## config.mk

```make
export PLATFORM = sky130hd
export DESIGN_NAME = cmpc_top
export DESIGN_NICKNAME = d
export VERILOG_FILES = /design/src/rtl/cmpc_pkg.sv /design/src/rtl/cmpc_sync.sv /design/src/rtl/cmpc_sampler.sv /design/src/rtl/cmpc_channel.sv /design/src/rtl/cmpc_regs.sv /design/src/rtl/cmpc_top.sv
export SDC_FILE = /design/constraint.sdc
export NUM_CORES = 1
export LEC_CHECK = 0
export BUFFER_PORTS_ARGS = -buffer_cell sky130_fd_sc_hd__buf_4
export CAP_MARGIN = 20
export CORE_UTILIZATION = 51
export DETAILED_ROUTE_END_ITERATION = 7
export HOLD_SLACK_MARGIN = 0.08
export PLACE_DENSITY_LB_ADDON = 0.2
export SETUP_SLACK_MARGIN = 0.05
export SLEW_MARGIN = 25
export SYNTH_ARGS = -nofsm -noshare
export SYNTH_HDL_FRONTEND = slang
export SYNTH_SLANG_ARGS = --single-unit
```

## constraint.sdc

```tcl
create_clock -name clk -period 1.5 [get_ports clk]
set_input_delay 0.375 -clock clk [delete_from_list [all_inputs] [get_ports clk]]
set_output_delay 0.375 -clock clk [all_outputs]
set_load 0.01 [all_outputs]
```

## src/rtl/cmpc_pkg.sv

```systemverilog
package cmpc_pkg;

  typedef enum logic [1:0] {
    FS_OFF    = 2'b00,
    FS_EVERY  = 2'b01,
    FS_DIV_LO = 2'b10,
    FS_DIV_HI = 2'b11
  } fsel_e;

  typedef struct packed {
    logic  en;
    fsel_e fsel;
    logic  pol;
    logic  both;
    logic  ie;
    logic  oe;
    logic  op;
  } chan_cfg_t;

  localparam logic [1:0] ADDR_MODE = 2'd0;
  localparam logic [1:0] ADDR_FILT = 2'd1;
  localparam logic [1:0] ADDR_OUTC = 2'd2;

endpackage

```

## src/rtl/cmpc_sync.sv

```systemverilog
module cmpc_sync #(
  parameter int STAGES = 2
) (
  input  logic clk,
  input  logic rst_n,
  input  logic d,
  output logic q
);
  logic [STAGES-1:0] stg_q;
  logic [STAGES-1:0] stg_d;

  always_comb begin
    stg_d = {stg_q[STAGES-2:0], d};
  end

  always_ff @(posedge clk or negedge rst_n) begin
    if (!rst_n) stg_q <= '0;
    else        stg_q <= stg_d;
  end

  assign q = stg_q[STAGES-1];
endmodule

```

## src/rtl/cmpc_sampler.sv

```systemverilog
module cmpc_sampler
  import cmpc_pkg::*;
#(
  parameter int DIV_LO = 8,
  parameter int DIV_HI = 32
) (
  input  logic  clk,
  input  logic  rst_n,
  input  fsel_e fsel,
  output logic  strobe
);
  localparam int CW = $clog2(DIV_HI);
  localparam int LW = $clog2(DIV_LO);

  logic [CW-1:0] cnt_q, cnt_d;
  fsel_e         fsel_q;
  logic          restart;

  // A new rate setting restarts the prescaler from zero.
  assign restart = (fsel != fsel_q);

  always_comb begin
    if (restart) cnt_d = '0;
    else         cnt_d = cnt_q + CW'(1);
  end

  always_comb begin
    unique case (fsel)
      FS_OFF:    strobe = 1'b0;
      FS_EVERY:  strobe = 1'b1;
      FS_DIV_LO: strobe = (cnt_q[LW-1:0] == {LW{1'b1}});
      FS_DIV_HI: strobe = (cnt_q == {CW{1'b1}});
      default:   strobe = 1'b0;
    endcase
  end

  always_ff @(posedge clk or negedge rst_n) begin
    if (!rst_n) begin
      cnt_q  <= '0;
      fsel_q <= FS_OFF;
    end else begin
      cnt_q  <= cnt_d;
      fsel_q <= fsel;
    end
  end
endmodule

```

## src/rtl/cmpc_channel.sv

```systemverilog
module cmpc_channel
  import cmpc_pkg::*;
#(
  parameter int DIV_LO      = 8,
  parameter int DIV_HI      = 32,
  parameter int SYNC_STAGES = 2
) (
  input  logic      clk,
  input  logic      rst_n,
  input  logic      raw,
  input  chan_cfg_t cfg,
  output logic      mon,
  output logic      pin,
  output logic      irq
);
  logic       sync_v;
  logic       strobe;
  logic [1:0] hist_q, hist_d;
  logic       filt_q, filt_d;
  logic       prev_q, prev_d;
  logic       rise, fall, hit;

  cmpc_sync #(.STAGES(SYNC_STAGES)) u_sync (
    .clk(clk), .rst_n(rst_n), .d(raw), .q(sync_v)
  );

  cmpc_sampler #(.DIV_LO(DIV_LO), .DIV_HI(DIV_HI)) u_smp (
    .clk(clk), .rst_n(rst_n), .fsel(cfg.fsel), .strobe(strobe)
  );

  // Filter next state. While disabled or unfiltered, the state follows
  // the synchronized input so that enabling never creates a false edge.
  always_comb begin
    hist_d = hist_q;
    filt_d = filt_q;
    if (!cfg.en || cfg.fsel == FS_OFF) begin
      hist_d = {sync_v, sync_v};
      filt_d = sync_v;
    end else if (strobe) begin
      hist_d = {hist_q[0], sync_v};
      if (sync_v == hist_q[0] && sync_v == hist_q[1]) filt_d = sync_v;
    end
  end

  always_comb begin
    prev_d = filt_q;
  end

  always_ff @(posedge clk or negedge rst_n) begin
    if (!rst_n) begin
      hist_q <= '0;
      filt_q <= 1'b0;
      prev_q <= 1'b0;
    end else begin
      hist_q <= hist_d;
      filt_q <= filt_d;
      prev_q <= prev_d;
    end
  end

  assign rise = filt_q & ~prev_q;
  assign fall = ~filt_q & prev_q;

  always_comb begin
    if (cfg.both)     hit = rise | fall;
    else if (cfg.pol) hit = fall;
    else              hit = rise;
  end

  assign mon = cfg.en & filt_q;
  assign pin = cfg.oe & (mon ^ cfg.op);
  assign irq = cfg.en & cfg.ie & hit;
endmodule

```

## src/rtl/cmpc_regs.sv

```systemverilog
module cmpc_regs
  import cmpc_pkg::*;
#(
  parameter int NCH = 2,
  parameter int RW  = 4 * NCH
) (
  input  logic                 clk,
  input  logic                 rst_n,
  input  logic                 we,
  input  logic [1:0]           addr,
  input  logic [RW-1:0]        wdata,
  input  logic [NCH-1:0]       mon,
  output chan_cfg_t [NCH-1:0]  cfg,
  output logic [RW-1:0]        rdata
);
  logic [NCH-1:0] en_q, en_d;
  logic [RW-1:0]  filt_q, filt_d;
  logic [RW-1:0]  outc_q, outc_d;
  logic [RW-1:0]  outc_mask;
  logic           we_mode, we_filt, we_outc;

  assign we_mode = we && (addr == ADDR_MODE);
  assign we_filt = we && (addr == ADDR_FILT);
  assign we_outc = we && (addr == ADDR_OUTC);

  always_comb begin
    outc_mask = '0;
    for (int i = 0; i < NCH; i++) outc_mask[4*i +: 3] = 3'b111;
  end

  always_comb begin
    en_d   = en_q;
    filt_d = filt_q;
    outc_d = outc_q;
    if (we_mode) begin
      for (int i = 0; i < NCH; i++) en_d[i] = wdata[4*i];
    end
    if (we_filt) filt_d = wdata;
    if (we_outc) outc_d = wdata & outc_mask;
  end

  always_ff @(posedge clk or negedge rst_n) begin
    if (!rst_n) begin
      en_q   <= '0;
      filt_q <= '0;
      outc_q <= '0;
    end else begin
      en_q   <= en_d;
      filt_q <= filt_d;
      outc_q <= outc_d;
    end
  end

  for (genvar g = 0; g < NCH; g++) begin : g_cfg
    assign cfg[g].en   = en_q[g];
    assign cfg[g].fsel = fsel_e'(filt_q[4*g +: 2]);
    assign cfg[g].pol  = filt_q[4*g + 2];
    assign cfg[g].both = filt_q[4*g + 3];
    assign cfg[g].ie   = outc_q[4*g];
    assign cfg[g].oe   = outc_q[4*g + 1];
    assign cfg[g].op   = outc_q[4*g + 2];
  end

  always_comb begin
    rdata = '0;
    unique case (addr)
      ADDR_MODE: begin
        for (int i = 0; i < NCH; i++) begin
          rdata[4*i]     = en_q[i];
          rdata[4*i + 3] = mon[i];
        end
      end
      ADDR_FILT: rdata = filt_q;
      ADDR_OUTC: rdata = outc_q;
      default:   rdata = '0;
    endcase
  end
endmodule

```

## src/rtl/cmpc_top.sv

```systemverilog
module cmpc_top
  import cmpc_pkg::*;
#(
  parameter int NCH         = 2,
  parameter int DIV_LO      = 8,
  parameter int DIV_HI      = 32,
  parameter int SYNC_STAGES = 2,
  parameter int RW          = 4 * NCH
) (
  input  logic           clk,
  input  logic           rst_n,
  input  logic [NCH-1:0] cmp_raw,
  input  logic           reg_we,
  input  logic [1:0]     reg_addr,
  input  logic [RW-1:0]  reg_wdata,
  output logic [RW-1:0]  reg_rdata,
  output logic [NCH-1:0] pin_out,
  output logic [NCH-1:0] irq
);
  logic [1:0]            rs_q;
  logic                  rst_int_n;
  chan_cfg_t [NCH-1:0]   cfg;
  logic [NCH-1:0]        mon_v, en_v, ie_v, oe_v, pol_v, both_v;

  // Reset asserts at once, releases two clocks later.
  always_ff @(posedge clk or negedge rst_n) begin
    if (!rst_n) rs_q <= 2'b00;
    else        rs_q <= {rs_q[0], 1'b1};
  end
  assign rst_int_n = rs_q[1];

  cmpc_regs #(.NCH(NCH), .RW(RW)) u_regs (
    .clk(clk), .rst_n(rst_int_n), .we(reg_we), .addr(reg_addr),
    .wdata(reg_wdata), .mon(mon_v), .cfg(cfg), .rdata(reg_rdata)
  );

  for (genvar g = 0; g < NCH; g++) begin : g_ch
    cmpc_channel #(
      .DIV_LO(DIV_LO), .DIV_HI(DIV_HI), .SYNC_STAGES(SYNC_STAGES)
    ) u_ch (
      .clk(clk), .rst_n(rst_int_n), .raw(cmp_raw[g]), .cfg(cfg[g]),
      .mon(mon_v[g]), .pin(pin_out[g]), .irq(irq[g])
    );
    assign en_v[g]   = cfg[g].en;
    assign ie_v[g]   = cfg[g].ie;
    assign oe_v[g]   = cfg[g].oe;
    assign pol_v[g]  = cfg[g].pol;
    assign both_v[g] = cfg[g].both;
  end
endmodule

```

Yosys cells after proc, flatten, opt, wreduce, memory -nomap -nowiden
Index checks and enable logic that the tools add are counted.
Word-level totals
  input port bits: 15
  word-level logic and storage cells: 97
  flip-flop bits (word level): 44
  output and inout port bits: 12
Cells by class
  multiplexer cells: 23
  add/sub/neg operators: 2
  bitwise gates (word level): 20
  equal/unequal tests: 18
  reductions and logical operators: 18
Operators by type and width (number)
  bitwise AND 1 bit: 12
  adder 5 x 1 -> 5 bit, second input constant: 2
  equality test 2 bit, second input constant: 5
  equality test 5 bit, second input constant: 2
  2-to-1 mux 1 bit: 10
  2-to-1 mux 5 bit: 2
  2-to-1 mux 2 bit: 4
  one-hot mux 1 bit (4 select lines): 2
  one-hot mux 2 bit (2 select lines): 2
  nonzero test 2 bit: 4
  equality test 2 x 1 -> 1 bit, second input constant: 3
  equality test 3 bit, second input constant: 2
  zero test 2 bit: 3
  one-hot mux 2 bit (3 select lines): 1
  logical AND 1 bit: 5
  equality test 1 bit: 4
  inequality test 2 bit: 2
  NOT 1 bit: 4
  AND reduction 2 bit: 2
  one-hot mux 1 bit (3 select lines): 1
  zero test 1 bit: 2
  logical OR 1 bit: 2
  OR 1 bit: 2
  one-hot mux 1 bit (2 select lines): 1
  bitwise XOR 1 bit: 2

Logic depth before layout (Yosys ltp)
Gate-level depths: netlist of the first run.
  depth after elaboration: 5
  gate-level depth with buffers: 7
  mapped depth without buffers: 7

Hierarchy
A second synthesis of the first run with hierarchy kept.
Second synthesis, totals
  cells, all modules: 170
  area, all modules: 2047.0 sq um
Modules (own cells, without submodules)
  cmpc_regs: sequential area each 400.4 sq um, area an instance 769.5 sq um, cells an instance 57, instances 1
  cmpc_sampler: sequential area each 175.2 sq um, area an instance 297.8 sq um, cells an instance 24, instances 2
  cmpc_channel: sequential area each 100.1 sq um, area an instance 264.0 sq um, cells an instance 29, instances 2
  cmpc_sync: sequential area each 50.0 sq um, area an instance 50.0 sq um, cells an instance 2, instances 2
  cmpc_top: sequential area each 50.0 sq um, area an instance 53.8 sq um, cells an instance 3, instances 1

Worst setup path before layout of the first run
No wires, ideal clock.
  kind: register to register
  start: register g_ch[1].u_ch.u_smp.cnt_q[0]
  end: register g_ch[1].u_ch.hist_q[0]
  period minus slack after synthesis: 1695 ps
  data required time: 1375 ps
  cell stages (with the launch flop): 7
  library setup time: 125 ps
  slack: -195 ps
  path buffers: 0
  arrival: 1571 ps
  cells stage by stage: dfrtp_1 -> ha_1 -> and3_1 -> ha_1 -> mux2i_1 -> and3_1 -> mux2_2
On the way
  cells in the longest elaborated chain, start to end: 3
  elaborated cells between the ends (all ways): 4
  those cells by class: eq/ne: 2; mux: 1; reduce/logical: 1
RTL lines
  start, declared: line cmpc_sampler.sv:15  | logic [CW-1:0] cnt_q, cnt_d;
  start signal, assigned: line cmpc_sampler.sv:42  | cnt_q <= cnt_d;
  equality test 5 bit or equality test 3 bit (tied branches): line cmpc_sampler.sv:32, cmpc_sampler.sv:31
  one-hot mux 1 bit (4 select lines) *: line cmpc_sampler.sv:28  | unique case (fsel)
  nonzero test 2 bit (no line) *
  end signal, assigned: line cmpc_channel.sv:55  | hist_q <= hist_d;
  end, declared: line cmpc_channel.sv:18  | logic [1:0] hist_q, hist_d;
Mark *: on every way between the ends. The rest lies on a longest branch, timed or not.
A chain may end at the register's enable or synchronous reset.

Final worst setup path of the first run
  start: register g_ch[1].u_ch.prev_q
  end: output irq[1]
On the way
  cells in the longest elaborated chain, start to end: 5
  elaborated cells between the ends (all ways): 7
  those cells by class: mux: 2; bitwise: 5
RTL lines
  start, declared: line cmpc_channel.sv:20  | logic prev_q, prev_d;
  start signal, assigned: line cmpc_channel.sv:57  | prev_q <= prev_d;
  NOT 1 bit: line cmpc_channel.sv:61  | assign rise = filt_q & ~prev_q;
  bitwise AND 1 bit: line cmpc_channel.sv:61
  2-to-1 mux 1 bit or OR 1 bit (tied branches): line cmpc_channel.sv:66, cmpc_channel.sv:65
  2-to-1 mux 1 bit *: line cmpc_channel.sv:65  | if (cfg.both) hit = rise | fall;
  bitwise AND 1 bit *: line cmpc_channel.sv:72  | assign irq = cfg.en & cfg.ie & hit;
  end, declared: line cmpc_top.sv:18  | output logic [NCH-1:0] irq
Marked as above.

==> results of run 1 <==
==> repair_timing <==
item	4_1_cts	5_1_grt
gates cloned	0	0
endpoints found under the hold margin	2	0
endpoints found under the setup margin	18	18
pin swaps	12	15
setup buffers	7	10
resized for setup	33	18
hold buffers	1	0
==> stage by stage <==
stage | setup TNS (ns) | utilization, % | power, mW | cells | hold WS, ns
final | -2.60 | 76.1 | 3.47 | 279 | 0.182
after global placement | -1.99 | 64.9 | 2.35 | 254 | 0.156
after CTS | -2.24 | 72.4 | 3.30 | 269 | 0.174
after global routing | -3.57 | 76.1 | 3.67 | 279 | 0.169
after floorplan | -0.339 | - | 2.09 | 166 | 0.0794
after detailed placement | -2.95 | 64.9 | 2.43 | 254 | 0.159
==> cell usage after synthesis (all sizes together) (4+ instances only) <==
library cell	count	share of area (%)
a211oi	5	1.8
a22oi	4	1.5
and2	8	2.5
and3	4	1.5
buf	4	1.5
dfrtp	44	54
ha	14	8.6
inv	6	1.1
mux2	18	9.9
mux2i	4	2.0
nand2	11	2.0
nor2	6	1.1
nor2b	6	1.8
nor3	4	0.98
o21ai	5	1.2
xor2	6	2.6
==> sequential cells by signal, indices dropped and copies added (netlist names) <==
name                    flops
rs_q                        2
g_ch.u_ch.u_smp.fsel_q      4
g_ch.u_ch.u_smp.cnt_q      10
g_ch.u_ch.hist_q            4
g_ch.u_ch.filt_q            2
g_ch.u_ch.u_sync.stg_q      4
u_regs.outc_q               6
u_regs.filt_q               8
u_regs.en_q                 2
g_ch.u_ch.prev_q            2
==> cells by family after synthesis <==
kind of cell,share of synthesized area (%)
adders and majority gates,8.59
DFF,54.0
and+or+nand+nor,11.4
xor gates and xnor gates,3.44
other,0.184
muxes,11.9
AOI/OAI and AO/OA,7.67
buffers and inverters,2.76
==> worst paths after layout <==
check / cells past startpoint / start / to
min reg2reg: 1 / rs_q[1]$_DFF_PN0_ / g_ch[1].u_ch.u_smp.cnt_q[0]$_DFF_PN0_
min: 1 / cmp_raw[1] / g_ch[1].u_ch.u_sync.stg_q[0]$_DFF_PN0_
max in group asynchronous: 1 / rs_q[1]$_DFF_PN0_ / u_regs.filt_q[1]$_DFFE_PN0P_
max: 5 / g_ch[1].u_ch.prev_q$_DFF_PN0_ / irq[1]
max reg2reg: 7 / g_ch[0].u_ch.u_smp.cnt_q[1]$_DFF_PN0_ / g_ch[0].u_ch.hist_q[0]$_DFFE_PN0P_
min in group asynchronous: 1 / rs_q[1]$_DFF_PN0_ / g_ch[1].u_ch.u_smp.cnt_q[0]$_DFF_PN0_
==> per-layer routing <==
| metal | global-route usage [%] | vias to the layer above | share of wire [%] |
|---|---|---|---|
| li1 | - | 712 | - |
| met1 | 28.2 | 724 | 43 |
| met2 | 35.1 | 43 | 51 |
| met3 | 4.86 | 10 | 4.0 |
| met4 | 8.70 | 0 | 2.1 |
| met5 | 0 | - | 0 |
==> final cells by class <==
type	count	area share, %
Sequential cell	44	39.0
Tap cell	48	2.11
Clock buffer	6	2.90
Inverter	6	1.14
Multi-Input combinational cell	111	36.5
Clock inverter	2	0.351
Timing Repair Buffer	62	18.0
==> critical path, delay by kind of cell, from the launching register on <==
family | cells | cell delay (ns)
DFF | 1 | 0.41
AOI/OAI and AO/OA | 2 | 0.31
buffers and inverters | 2 | 0.30
adders and majority gates | 1 | 0.20
==> power by group through the flow <==
stage                     Combinational (mW)  Clock [mW]  Sequential [mW]
after floorplan                        0.507           0             1.59
after global placement                 0.759           0             1.59
after detailed placement               0.812           0             1.62
after CTS                              0.926       0.787             1.59
after global routing                    1.20       0.842             1.63
final                                   1.10       0.759             1.61
==> results.md, run 1 <==
- Initial antenna violation count: 0
- Floorplan core area: 3740 um^2
- Initial DRC count: 64
- Status: complete, but fails checks
- First-pass GRT wire length: 6870 um
- Clk sinks: 44
- Fmax: 529 MHz
- Total global routing track utilization: 21.7%
- Share of power burned in the clock network: 21.9%
- # setup viols final: 17
- Remaining antenna violation count: 0
- DRC errors left: 0
- I/O pin cnt: 27
- Ys async rst share: 100%
- Slowest CP cell: dfrtp_1
- Total number of yosys warnings: 0
- Buffers added on ports: 26
- Avg Vias per Cell: 5.34
- Commonest non-fill, non-tap cell in the layout: buf_4
- Largest net degree at the start of global routing: 43
- Pre-antenna DRT Iters: 5
- Final WS setup: -0.389 ns
- Gate count after technology mapping: 166
- Number of global-route vias before repair: 1458
- Worst Skew: 0.00528 ns
- Placer Congestion: 0.759
- CTS root buf: clkbuf_8
- Post-synth EDFFs: 0
- CP max FO: 2
- Final instance area: 2850 um^2
- Wirelength per Cell: 15.7 um
- Site row count: 22
- N_diodes: 0
- Fin. Hold Viols: 0
- TritonCTS clock tree: yes
- DR vias: 1489
- CP arrival: 1.51 ns
- Net Switching: 1.07 mW
- # nets final: 259
- P_leak: 1.33 nW
- Slew Viols, Final: 0
- WS Path Type: flip-flop to primary output
- Area of the multi-input gates: 1040 um^2
- Crit path required time: 1.12 ns
- Placed instance area: 2430 um^2
- Register area: 1110 um^2
- Layout area overhead: 39.7%
- Slew HR: 65.3%
- # fillers: 235
- MaxCap Viol Count: 0
- Crit-path cells: buf_4 > ha_1 > a211oi_2 > a211oi_2 > buf_4
- VDD IR max: 709 uV
- Skew-Pair Late Insertion Delay: 0.30 ns
- Total global routing overflow: 0
- Most frequent cells in the layout: buf_4, dfrtp_1, mux2_2
- Clk slew on worst S/H paths: 0.08 ns
- Dpl ws: -0.247 ns
- R2r setup slk: -0.28 ns
- Yosys cell types: 28
- Seq pwr share: 46.3%
- CP Launch Type: flip-flop
- Die ar.: 4250 um^2
- Detail Placement HPWL: 2830 um
- Fin crit period: 1.89 ns
- Syn Area/Cell: 12.3 um^2
- Comb pwr share: 31.7%
- H-tree lvl count: 2
- Crit path capture type: primary output
- TritonCTS Buffers: 5
- Number of synthesized register bits: 44
- Die height: 65.2 um
- RSZ-0062 raised after global routing: true
- Mapped cell area: 2040 um^2
- Die width: 65.2 um
- Int Pwr: 2.40 mW
- Prevailing post-synth register cell: dfrtp_1
- Final worst-path cycle share: 126%
- Actual slew at the worst max-slew pin: 0.520 ns
- Synth Net Count: 195
- Register area share after synthesis: 54.0%
- Clock buffer depth: 2
- Total wire length after detailed routing: 4370 um
- Worst min path class: primary input to flip-flop
- Starting Density: 54.4%
- Layout cells sized above 1: 53.2%
- Switch share: 30.8%
- Worst stage delay on the critical path: 0.41 ns
- Violated checks: setup timing
- Cell Pwr Density: 1220 nW/um^2
(Power assumes the default switching activity.)
==> inputs of run 2 (changes only) <==
Settings changed: CORE_MARGIN set to 8, CORE_UTILIZATION 51 to 42.
==> run 2 against run 1 <==
  * The flow still finishes with violations (setup timing)
  * Hold slack is essentially flat
  * Clock skew increased by 0.0019 ns
  * Cell area up 0.26%
  * Global-route usage fell by 9.4 points
  * Combinational power hardly changed
  * Core utilization down 15 points
  * Worst setup slack better by 0.098 ns
  * Largest power group unchanged
==> results.md, run 2 (same netlist as run 1, synthesis figures left out) <==
- Buffers added on ports: 26
- Site row count: 25
- Fin. Hold Viols: 0
- Die width: 85.7 um
- Number of global-route vias before repair: 1599
- CTS root buf: clkbuf_8
- Crit path required time: 1.12 ns
- Skew-Pair Late Insertion Delay: 0.29 ns
- Crit-path cells: ha_2 > nor2b_1 > a211oi_1 > a211oi_1 > buf_4
- Clk sinks: 44
- Status: complete, but fails checks
- Initial DRC count: 60
- Wirelength per Cell: 15.5 um
- Layout area overhead: 40.1%
- Commonest non-fill, non-tap cell in the layout: buf_4
- Final worst-path cycle share: 119%
- TritonCTS clock tree: yes
- Layout cells sized above 1: 50.9%
- Die height: 85.7 um
- DRC errors left: 0
- Pre-antenna DRT Iters: 4
- CP Launch Type: flip-flop
- Biggest regs: g_ch.u_ch.u_smp.cnt_q x10, u_regs.filt_q x8, u_regs.outc_q x6
- Final Total Pwr: 3.56 mW
- Fin Setup TNS: -2.27 ns
- N_diodes: 0
- VDD IR max: 525 uV
- CP arrival: 1.42 ns
- Worst stage delay on the critical path: 0.43 ns
- Top cell family by delay on the critical path: flip-flops
- # setup viols final: 18
- Post-route insts no fill: 282
- RSZ-0062 raised after global routing: true
- Hold_sp: cmp_raw[1]
- Most frequent cells in the layout: buf_4, dfrtp_1, mux2_2
- I/O pin cnt: 27
- Dpl ws: -0.266 ns
- Final instance area: 2860 um^2
- Crit path capture type: primary output
- P_leak: 1.34 nW
- Largest net degree at the start of global routing: 43
- Max FFs per register: 10
- Die ar.: 7340 um^2
- Reg with most FFs: g_ch.u_ch.u_smp.cnt_q
- Fmax: 559 MHz
- Floorplan core area: 4690 um^2
- CP max FO: 4
- Initial antenna violation count: 0
- Violated checks: setup timing
- DR vias: 1474
- Avg Vias per Cell: 5.23
- Final WS setup: -0.290 ns
- Final hold slack: 0.182 ns
- Inst Count DP: 263
- WP buf/inv: 1
- Fin crit period: 1.79 ns
- Starting Density: 43.4%
- Detail Placement HPWL: 3100 um
- Worst reg2reg path startpoint: g_ch[0].u_ch.u_smp.cnt_q[0]$_DFF_PN0_
- Placed instance area: 2460 um^2
- Clk slew on worst S/H paths: 0.08 ns
- Cell Pwr Density: 1250 nW/um^2
- Placer Congestion: 0.802
- Crit path from: g_ch[1].u_ch.filt_q$_DFFE_PN0P_
- Remaining antenna violation count: 0
- Total global routing track utilization: 12.3%
- First-pass GRT wire length: 7310 um
- MaxCap Viol Count: 0
- Slew HR: 64.8%
- TritonCTS Buffers: 5
- Cell with the most instances on the worst path: a211oi_1
- Crit. path cell count: 5
- WS Path Type: flip-flop to primary output
- Worst min path class: primary input to flip-flop
- Total wire length after detailed routing: 4380 um
- Actual slew at the worst max-slew pin: 0.528 ns
- Slew Viols, Final: 0
- Final Util: 60.9%
- Total global routing overflow: 0
- H-tree lvl count: 2
- Worst Skew: 0.00722 ns
- # nets final: 256
- Clock buffer depth: 2
- # fillers: 387
- Worst Hold Path Cells: 1
- Reg2reg path depth: 7
- Slowest CP cell: dfrtp_1
[run 2: cell type report]
cell class | count | area (um^2) | area share [%]
multi-input combinational | 111 | 1030 | 36.0
inverter | 6 | 30.0 | 1.05
clock buffer | 6 | 72.6 | 2.54
sequential | 44 | 1110 | 38.8
clock inverter | 2 | 35.0 | 1.23
tap | 54 | 67.6 | 2.37
timing repair buffer | 59 | 515 | 18.1
[run 2: worst paths after layout]
path                                                                to  slack (ns)
worst min register to register   g_ch[1].u_ch.u_smp.cnt_q[3]$_DFF_PN0_        0.32
worst max register to register         g_ch[0].u_ch.filt_q$_DFFE_PN0P_       -0.22
min in group asynchronous        g_ch[1].u_ch.u_smp.cnt_q[3]$_DFF_PN0_        0.32
max in group asynchronous                 u_regs.filt_q[1]$_DFFE_PN0P_        0.78
worst min-delay path            g_ch[1].u_ch.u_sync.stg_q[0]$_DFF_PN0_        0.18
worst max-delay path                                            irq[1]       -0.29
[run 2: what timing repair did]
action                                 4_1_cts  5_1_grt
pin swaps                                   15        4
setup endpoints to repair                   18       18
hold buffers                                 1        0
endpoints found under the hold margin        2        0
gates resized for setup                     37       13
buffers inserted                             7        4
[run 2: power by group]
| group | switching (mW) | leakage (nW) | total (mW) | internal (mW) |
|---|---|---|---|---|
| Combinational | 0.462 | 0.750 | 1.09 | 0.628 |
| Sequential | 0.191 | 0.533 | 1.59 | 1.40 |
| Clock | 0.387 | 0.0552 | 0.881 | 0.494 |
[run 2: worst register-to-register path, stage by stage, from the launching register on]
cell,delay (ns)
dfrtp_1,0.37
ha_2,0.19
and3_4,0.19
ha_4,0.12
mux2i_1,0.06
and3_4,0.17
or4_1,0.39
o211a_1,0.14
[run 2: layer usage]
layer,GRT usage [%],part of all wire (%),up-vias
li1,-,-,700
met1,14.3,42,735
met2,21.0,51,32
met3,4.01,5.8,7
met4,3.82,1.4,0
met5,0,0,-
